File: src/rtl/uring_pkg.sv
package uring_pkg;
  typedef enum logic [2:0] {
    ST_IDLE,
    ST_EL_ID,
    ST_EL_LEN,
    ST_PUB,
    ST_AFLG,
    ST_NF_RD,
    ST_NF_WR
  } uring_st_e;

  localparam int unsigned OFF_IDX    = 2;
  localparam int unsigned OFF_RING   = 4;
  localparam int unsigned ELEM_SHIFT = 3;
  localparam int unsigned IDX_W      = 16;
endpackage

File: src/rtl/uring_cursor.sv
module uring_cursor
  import uring_pkg::*;
#(
  parameter int unsigned DEPTH  = 8,
  parameter int unsigned ADDR_W = 32
) (
  input  logic              clk_i,
  input  logic              rst_ni,
  input  logic              adv_i,
  input  logic [ADDR_W-1:0] used_base_i,
  output logic [IDX_W-1:0]  next_used_o,
  output logic [ADDR_W-1:0] slot_addr_o
);
  localparam int unsigned SLOT_W = (DEPTH > 1) ? $clog2(DEPTH) : 1;

  logic [IDX_W-1:0]  nu_q;
  logic [SLOT_W-1:0] slot;

  always_ff @(posedge clk_i or negedge rst_ni) begin
    if (!rst_ni)    nu_q <= '0;
    else if (adv_i) nu_q <= nu_q + 1'b1;
  end

  assign slot        = nu_q[SLOT_W-1:0];
  assign next_used_o = nu_q;
  assign slot_addr_o = used_base_i + ADDR_W'(OFF_RING)
                     + (ADDR_W'(slot) << ELEM_SHIFT);

  AST_CURSOR_STEP: assert property (@(posedge clk_i) disable iff (!rst_ni)
    adv_i |=> next_used_o == $past(next_used_o) + 1'b1);
  AST_CURSOR_HOLD: assert property (@(posedge clk_i) disable iff (!rst_ni)
    !adv_i |=> $stable(next_used_o));
endmodule

File: src/rtl/uring_irq.sv
module uring_irq #(
  parameter int unsigned CNT_W = 16,
  parameter int unsigned ISR_W = 8
) (
  input  logic             clk_i,
  input  logic             rst_ni,
  input  logic             decide_i,
  input  logic             raise_i,
  input  logic             isr_ack_i,
  output logic             irq_o,
  output logic [ISR_W-1:0] isr_o,
  output logic [CNT_W-1:0] irq_cnt_o,
  output logic [CNT_W-1:0] skip_cnt_o
);
  localparam logic [ISR_W-1:0] CAUSE_Q = ISR_W'(1);

  logic fire, skip;
  assign fire = decide_i & raise_i;
  assign skip = decide_i & ~raise_i;

  always_ff @(posedge clk_i or negedge rst_ni) begin
    if (!rst_ni) begin
      irq_o      <= 1'b0;
      isr_o      <= '0;
      irq_cnt_o  <= '0;
      skip_cnt_o <= '0;
    end else begin
      if (fire) begin
        isr_o     <= (isr_ack_i ? '0 : isr_o) | CAUSE_Q;
        irq_o     <= 1'b1;
        irq_cnt_o <= irq_cnt_o + 1'b1;
      end else if (isr_ack_i) begin
        isr_o <= '0;
        irq_o <= 1'b0;
      end
      if (skip) skip_cnt_o <= skip_cnt_o + 1'b1;
    end
  end

  AST_RAISE_LINE: assert property (@(posedge clk_i) disable iff (!rst_ni)
    fire |=> irq_o && isr_o[0] && irq_cnt_o == $past(irq_cnt_o) + 1'b1);
  AST_SKIP_STEP: assert property (@(posedge clk_i) disable iff (!rst_ni)
    skip |=> skip_cnt_o == $past(skip_cnt_o) + 1'b1 && $stable(irq_cnt_o));
  AST_ACK_CLEARS: assert property (@(posedge clk_i) disable iff (!rst_ni)
    isr_ack_i && !fire |=> !irq_o && isr_o == '0);
  AST_LINE_CAUSE: assert property (@(posedge clk_i) disable iff (!rst_ni)
    irq_o |-> isr_o[0]);
endmodule

File: src/rtl/used_ring_notifier.sv
module used_ring_notifier
  import uring_pkg::*;
#(
  parameter int unsigned DEPTH  = 8,
  parameter int unsigned ADDR_W = 32,
  parameter int unsigned CNT_W  = 16,
  parameter int unsigned ISR_W  = 8
) (
  input  logic              clk_i,
  input  logic              rst_ni,
  input  logic [ADDR_W-1:0] used_base_i,
  input  logic [ADDR_W-1:0] avail_base_i,
  input  logic              notify_on_empty_i,
  input  logic              queue_empty_i,
  input  logic              cmpl_valid_i,
  input  logic [31:0]       cmpl_id_i,
  input  logic [31:0]       cmpl_len_i,
  input  logic              sync_i,
  input  logic              notif_set_i,
  input  logic              notif_enable_i,
  output logic              cmd_ready_o,
  output logic              mem_req_o,
  output logic              mem_we_o,
  output logic              mem_wide_o,
  output logic [ADDR_W-1:0] mem_addr_o,
  output logic [31:0]       mem_wdata_o,
  input  logic              mem_ack_i,
  input  logic [15:0]       mem_rdata_i,
  output logic              irq_o,
  output logic [ISR_W-1:0]  isr_o,
  input  logic              isr_ack_i,
  output logic [CNT_W-1:0]  irq_cnt_o,
  output logic [CNT_W-1:0]  skip_cnt_o
);
  uring_st_e         st_q, st_d;
  logic [31:0]       id_q, len_q;
  logic [15:0]       flags_q;
  logic              en_q;
  logic              adv, decide, raise;
  logic [IDX_W-1:0]  next_used;
  logic [ADDR_W-1:0] slot_addr;

  uring_cursor #(.DEPTH(DEPTH), .ADDR_W(ADDR_W)) u_cursor (
    .clk_i       (clk_i),
    .rst_ni      (rst_ni),
    .adv_i       (adv),
    .used_base_i (used_base_i),
    .next_used_o (next_used),
    .slot_addr_o (slot_addr)
  );

  uring_irq #(.CNT_W(CNT_W), .ISR_W(ISR_W)) u_irq (
    .clk_i      (clk_i),
    .rst_ni     (rst_ni),
    .decide_i   (decide),
    .raise_i    (raise),
    .isr_ack_i  (isr_ack_i),
    .irq_o      (irq_o),
    .isr_o      (isr_o),
    .irq_cnt_o  (irq_cnt_o),
    .skip_cnt_o (skip_cnt_o)
  );

  assign cmd_ready_o = (st_q == ST_IDLE);
  assign adv         = (st_q == ST_EL_LEN) & mem_ack_i;
  assign decide      = (st_q == ST_AFLG) & mem_ack_i;
  assign raise       = ~mem_rdata_i[0] | (notify_on_empty_i & queue_empty_i);

  always_comb begin
    st_d = st_q;
    unique case (st_q)
      ST_IDLE: begin
        if (cmpl_valid_i)     st_d = ST_EL_ID;
        else if (sync_i)      st_d = ST_PUB;
        else if (notif_set_i) st_d = ST_NF_RD;
      end
      ST_EL_ID:  if (mem_ack_i) st_d = ST_EL_LEN;
      ST_EL_LEN: if (mem_ack_i) st_d = ST_IDLE;
      ST_PUB:    if (mem_ack_i) st_d = ST_AFLG;
      ST_AFLG:   if (mem_ack_i) st_d = ST_IDLE;
      ST_NF_RD:  if (mem_ack_i) st_d = ST_NF_WR;
      ST_NF_WR:  if (mem_ack_i) st_d = ST_IDLE;
      default:   st_d = ST_IDLE;
    endcase
  end

  always_ff @(posedge clk_i or negedge rst_ni) begin
    if (!rst_ni) begin
      st_q    <= ST_IDLE;
      id_q    <= '0;
      len_q   <= '0;
      en_q    <= 1'b0;
      flags_q <= '0;
    end else begin
      st_q <= st_d;
      if (st_q == ST_IDLE && cmpl_valid_i) begin
        id_q  <= cmpl_id_i;
        len_q <= cmpl_len_i;
      end
      if (st_q == ST_IDLE) en_q <= notif_enable_i;
      if (st_q == ST_NF_RD && mem_ack_i) flags_q <= mem_rdata_i;
    end
  end

  always_comb begin
    mem_req_o   = (st_q != ST_IDLE);
    mem_we_o    = 1'b0;
    mem_wide_o  = 1'b0;
    mem_addr_o  = '0;
    mem_wdata_o = '0;
    unique case (st_q)
      ST_EL_ID: begin
        mem_we_o    = 1'b1;
        mem_wide_o  = 1'b1;
        mem_addr_o  = slot_addr;
        mem_wdata_o = id_q;
      end
      ST_EL_LEN: begin
        mem_we_o    = 1'b1;
        mem_wide_o  = 1'b1;
        mem_addr_o  = slot_addr + ADDR_W'(4);
        mem_wdata_o = len_q;
      end
      ST_PUB: begin
        mem_we_o    = 1'b1;
        mem_addr_o  = used_base_i + ADDR_W'(OFF_IDX);
        mem_wdata_o = {16'h0, next_used};
      end
      ST_AFLG:  mem_addr_o = avail_base_i;
      ST_NF_RD: mem_addr_o = used_base_i;
      ST_NF_WR: begin
        mem_we_o    = 1'b1;
        mem_addr_o  = used_base_i;
        mem_wdata_o = {16'h0, flags_q[15:1], ~en_q};
      end
      default: ;
    endcase
  end

  AST_REQ_HOLD: assert property (@(posedge clk_i) disable iff (!rst_ni)
    mem_req_o && !mem_ack_i |=> mem_req_o && $stable(mem_addr_o)
      && $stable(mem_we_o) && $stable(mem_wdata_o));
  AST_BUSY_NO_ACCEPT: assert property (@(posedge clk_i) disable iff (!rst_ni)
    !cmd_ready_o && !mem_ack_i |=> !cmd_ready_o);
  AST_PUB_THEN_READ: assert property (@(posedge clk_i) disable iff (!rst_ni)
    st_q == ST_PUB && mem_ack_i |=> mem_req_o && !mem_we_o
      && mem_addr_o == avail_base_i);
endmodule

File: config.mk
export PLATFORM = sky130hd
export DESIGN_NAME = used_ring_notifier
export DESIGN_NICKNAME = d
export VERILOG_FILES = /design/src/rtl/uring_pkg.sv /design/src/rtl/uring_cursor.sv /design/src/rtl/uring_irq.sv /design/src/rtl/used_ring_notifier.sv
export SDC_FILE = /design/constraint.sdc
export NUM_CORES = 1
export LEC_CHECK = 0
export CAP_MARGIN = 10
export CORE_MARGIN = 4
export CORE_UTILIZATION = 42
export DETAILED_ROUTE_END_ITERATION = 10
export PLACE_DENSITY = 0.68
export SKIP_LAST_GASP = 1
export SYNTH_ARGS = -nofsm -noshare
export SYNTH_HDL_FRONTEND = slang
export SYNTH_SLANG_ARGS = --single-unit
File: constraint.sdc
create_clock -name clk_i -period 7.7 [get_ports clk_i]
set_input_delay 1.155 -clock clk_i [delete_from_list [all_inputs] [get_ports clk_i]]
set_output_delay 1.155 -clock clk_i [all_outputs]
set_load 0.005 [all_outputs]
After elaboration in Yosys (flattened, before gate mapping)
Index checks and enable logic that the tools add are counted.
Storage, ports and cells
  register bits: 141
  latch bits: 0
  memory bits (writable): 0
  memory bits (read-only): 0
  output and inout bits: 109
  word-level logic and storage cells: 64
  memories: 0
Cells by class
  add/subtract/negate cells: 7
  $mul: 0
  div/mod/pow operators: 0
  order comparisons: 0
  eq/ne operators: 11
  shift-type cells: 0
  multiplexer cells: 16
  bitwise operators: 9
  reduce and logical (&&, ||, !) cells: 10
Operators by type and width (number)
  one-hot mux 32 bit (5 select lines): 1
  one-hot mux 32 bit (4 select lines): 1
  adder 32 x 3 -> 32 bit (second input constant): 2
  adder 16 x 1 -> 16 bit (second input constant): 3
  adder 32 x 2 -> 32 bit (second input constant): 1
  adder 32 x 6 -> 32 bit: 1
  2-to-1 mux 3 bit: 7
  one-hot mux 3 bit (5 select lines): 1
  equality test 3 bit (second input constant): 3
  2-to-1 mux 8 bit: 1
  equality test 3 x 2 -> 1 bit (second input constant): 2
  != test 2 bit (second input constant): 3
  AND 1 bit: 5
  2-to-1 mux 1 bit: 5
  AND reduction 5 bit: 1
  != test 4 bit (second input constant): 1
  OR reduction 2 bit: 2
  OR reduction 4 bit: 1
  equality test 3 x 1 -> 1 bit (second input constant): 1
  logical NOT 3 bit: 1
  inverter 1 bit: 3
  nonzero test 3 bit: 1
  OR reduction 3 bit: 1
  logical AND 1 bit: 2
  other kinds (3): 3

Depth between registers and ports, before layout
  word-level depth: 4
  mapped depth: 12

Hierarchy
From an unflattened synthesis, not the netlist that was laid out.
Unflattened totals
  cells, all modules: 962
  area total of the unflattened synthesis: 9262.6 µm²
By module, submodules not included
  used_ring_notifier: instances 1, cells an instance 680, area each 6286.0 µm², sequential area each 2077.0 µm²
  uring_irq: instances 1, cells an instance 125, area each 1493.9 µm², sequential area each 825.8 µm²
  uring_cursor: instances 1, cells an instance 157, area each 1482.7 µm², sequential area each 400.4 µm²

Least setup slack after synthesis
OpenSTA, ideal clock, no wires.
  kind: input port to output port
  start: input used_base_i[3]
  end: output mem_addr_o[31]
  arrival time: 4533 ps
  required time: 6545 ps
  path slack: 2012 ps
  cell stages on the path: 12
  path buffers: 2
  cell sequence: clkbuf_1 -> inv_1 -> fa_1 -> nand2b_1 -> a21oi_1 -> nand3_1 -> xor2_1 -> or4_1 -> buf_2 -> or4_4 -> o31a_1 -> o31ai_1
On the way
  word-level cells in the longest chain between the ends: 4
  elaborated cells between the ends (all ways): 5
  those cells by class: add/sub: 4; mux: 1
RTL lines
  start: declaration: line used_ring_notifier.sv:11  | input logic [ADDR_W-1:0] used_base_i,
  adder 32 x 3 -> 32 bit: line uring_cursor.sv:26  | assign slot_addr_o = used_base_i + ADDR_W'(OFF_RING)
  adder 32 x 6 -> 32 bit: line uring_cursor.sv:27  | + (ADDR_W'(slot) << ELEM_SHIFT);
  adder 32 x 3 -> 32 bit: line used_ring_notifier.sv:121  | mem_addr_o = slot_addr + ADDR_W'(4);
  one-hot mux 32 bit (5 select lines) (*): line used_ring_notifier.sv:111  | unique case (st_q)
  end: declaration: line used_ring_notifier.sv:25  | output logic [ADDR_W-1:0] mem_addr_o,
Every way passes the cells marked *; elsewhere a longest branch is shown, timed or not.

Final worst setup path
  start: input used_base_i[2]
  end: output mem_addr_o[31]
The elaborated chain is that of the path after synthesis.

==> summary.txt <==
Die
  – DIE AREA: 23700 um2
  – Row count: 53
  – Boundary Pins: 263
  – Die Span X: 154 um
  – Core Area: 21000 um2
  – Initial core utilization: 0.426
  – DIE HEIGHT: 154 um

Power and ir drop
  – Clock Power Share: 0.202
  – Switch share: 0.358
  – Sequential power share: 0.290
  – Internal: 2.50 mW
  – Pwr Density: 317 nW/um2
  – Design Power: 3.90 mW
  – Share of power burned in combinational logic: 0.508
  – Pleak: 4.90 nW
  – Net switching power: 1.40 mW
  – Peak supply drop: 0.000210 V

Synthesis
  – Yosys Warn Count: 0
  – EDFF count, synth: 0
  – Synth Area in Simple Gates: 0.183
  – Largest family of logic cells by synthesized area: simple AND/OR/NAND/NOR gates
  – Synth Area in XOR/XNOR: 0.107
  – FF+latch count, synth: 132
  – Synthesized area per cell: 9.29 um2
  – Complex-gate fraction of the synthesized area: 0.164
  – Synth Flop Type: dfrtp_1
  – Synth Area in Adders: 0.0145
  – Post-synthesis mux area share: 0.122
  – Post-Syn Area: 8960 um2
  – Post-Syn Instances: 965
  – FFs w/ async S/R, synth: 1.00
  – Sequential element share of the synthesized area: 0.369
  – Synth cell types: 70

Setup path
  – Worst setup EP type: output port
  – Worst path arrival time: 5890 ps
  – Critical Path Start Type: input port
  – CP required: 6550 ps
  – WS Path Type: input port to output port
  – Crit Path Max Fanout: 14

Place
  – Detailed Place HPWL: 23100 um
  – IO Port Bufs: 255
  – GP Congestion: 0.920
  – Placed Area: 11700 um2

Cells and area
  – Ratio of cells with drive above 1 in the final layout: 0.125
  – Area growth from synthesis to layout: 37.2%
  – Final instance area: 12300 um2
  – Fin util: 0.585
  – Area taken by multi-input logic gates: 5340 um2
  – Final net count: 1349
  – Fillers: 1821
  – Total area of sequential cells: 3300 um2

STA
  – Setup TNS: 0 ps
  – Hold slack: 470 ps
  – Final-report setup violation count: 0
  – Period utilization: 0.914
  – Final hold vios: 0
  – Actual slew at the worst max-slew pin: 974 ps
  – Max transition margin: 0.351
  – Skew final: 10.5 ps
  – FMAX: 142 MHz
  – RSZ-0062 raised after global routing: no
  – Period minus WS final: 7040 ps
  – Max Slew Vio Count: 0

Clock network
  – CTS sink cnt: 132
  – Setup Buffers After CTS: 0
  – Root buf cell: clkbuf_16
  – Clock Latency Late Sink: 410 ps
  – Reg clk slew, reported paths: 60 ps
  – Maximum clock insertion buffer count: 2
  – CTS Buf Count: 17
  – TritonCTS clock tree: done
  – Post-CTS Hold Buffers: 0
  – CTS H-Tree Depth: 4
  – CTS resizes: 0

Global route
  – Total gr overflow: 0
  – Largest net degree at the start of global routing: 79
  – Tot GR Track Use: 0.253
  – Vias in the first global route: 8426
  – First-pass GRT wire length: 47700 um
  – Antenna violations before repair: 3

Job
  – Max-cap violations: 0

Route
  – Vias per Instance: 5.70
  – Detailed Route Iter0 Violations: 546
  – Wirelength per Cell: 20.9 um
  – Post-DRT Antenna Nets: 0
  – 1st-pass router iterations: 5
  – Routed WL: 30900 um
  – Vias post-DR: 8409
  – DRC viols: 0

Hold path
  – Hold WC Path Type: register to register

Run status
  – Status: finished clean
[layout by cell type, fill, tap and decap left out, drive strengths merged, types with 22 or more instances in the layout]
| cell type | count |
|---|---|
| nand2 | 97 |
| nand3 | 44 |
| dfrtp | 132 |
| xor2 | 51 |
| clkdlybuf4s50 | 254 |
| clkbuf | 22 |
| nor2 | 46 |
| mux2 | 85 |
| a22oi | 40 |
| xnor2 | 58 |
| nor3 | 23 |
| o21ai | 46 |
| a21oi | 25 |
[sequential cells by signal (all words and copies together), names as in the netlist]
register,cells
st_q,3
u_irq.irq_cnt_o,16
u_irq.isr_o,1
u_cursor.next_used_o,16
flags_q,15
en_q,1
id_q,32
u_irq.skip_cnt_o,16
len_q,32
[stage by stage]
| step | std cells | setup slack (ps) |
|---|---|---|
| after floorplan | 971 | 2010 |
| after global placement | 1441 | 800 |
| after detailed placement | 1441 | 725 |
| after CTS | 1473 | 678 |
| after global routing | 1476 | 439 |
| final | 1476 | 659 |
[final timing paths]
check                                           end  depth (start not counted)                start  slack [ps]
max in group asynchronous                flags_q[5]                          2               rst_ni        5620
hold / removal                  u_irq.irq_cnt_o[15]                          1  u_irq.irq_cnt_o[15]         470
hold reg to reg                 u_irq.irq_cnt_o[15]                          1  u_irq.irq_cnt_o[15]         470
setup / recovery                     mem_addr_o[31]                         13       used_base_i[2]         660
setup reg to reg           u_cursor.next_used_o[15]                          9              st_q[0]        4300
min in group asynchronous               flags_q[11]                          1               rst_ni         700
[per-layer routing]
metal,vias up,share of wire,global-route usage
met5,-,0.00049,0
met4,2,0.027,0.0879
met3,52,0.10,0.0844
met2,373,0.47,0.412
met1,4019,0.41,0.316
li1,3963,-,-
[Yosys cell counts, drive strengths merged (11+ instances only)]
library cell | instances | area share
a221oi | 11 | 0.011
inv | 11 | 0.0046
mux2i | 14 | 0.016
buf | 19 | 0.012
nor2 | 46 | 0.019
clkbuf | 58 | 0.024
nor3 | 23 | 0.013
dfrtp | 132 | 0.37
nand2 | 97 | 0.041
o21ai | 46 | 0.026
a22o | 17 | 0.017
and2 | 11 | 0.0077
nor4 | 12 | 0.011
a21oi | 25 | 0.014
nand3 | 44 | 0.025
xor2 | 51 | 0.050
mux2 | 85 | 0.11
nand4 | 18 | 0.013
xnor2 | 58 | 0.057
or3 | 12 | 0.0089
and3 | 20 | 0.014
a22oi | 40 | 0.034
[worst max-delay path, cell delays in order]
cell and delay (ps):
clkdlybuf4s50_1 460, buf_4 170, inv_1 110, fa_1 460, nand2b_1 200, a21o_1 340
or4_1 570, a222oi_1 560, nand3_1 230, or4_4 510, o31a_1 310, o31ai_1 260
clkdlybuf4s50_1 550
[cells by family (layout without fill, tap and decap cells)]
kind of cell / count (synthesis) / after routing
and+or+nand+nor: 319 / 319
AOI/OAI and AO/OA: 207 / 207
DFF: 132 / 132
xor gates and xnor gates: 109 / 109
muxes: 99 / 99
buffers and inverters: 88 / 316
adders and majority gates: 10 / 10
other: 1 / 9
[power groups by stage]
stage / logic [mW] / clock network (mW) / registers, mW
finish: 1.98 / 0.787 / 1.13
global route: 2.14 / 0.838 / 1.17
CTS: 1.99 / 0.805 / 1.13
detailed placement: 1.98 / 0 / 1.14
global placement: 1.96 / 0 / 1.13
floorplan: 1.10 / 0 / 1.07
[area by class of cell]
class                   count  share of cell area
multi-input cells         751               0.434
flip-flops and latches    132               0.269
repair buffers            273               0.219
clock buffers              21              0.0366
well taps                 275              0.0280
clock inverters            11              0.0103
inverters                  11             0.00336
diodes                      2            0.000407
No activity file was read; power rests on OpenSTA's default activity.
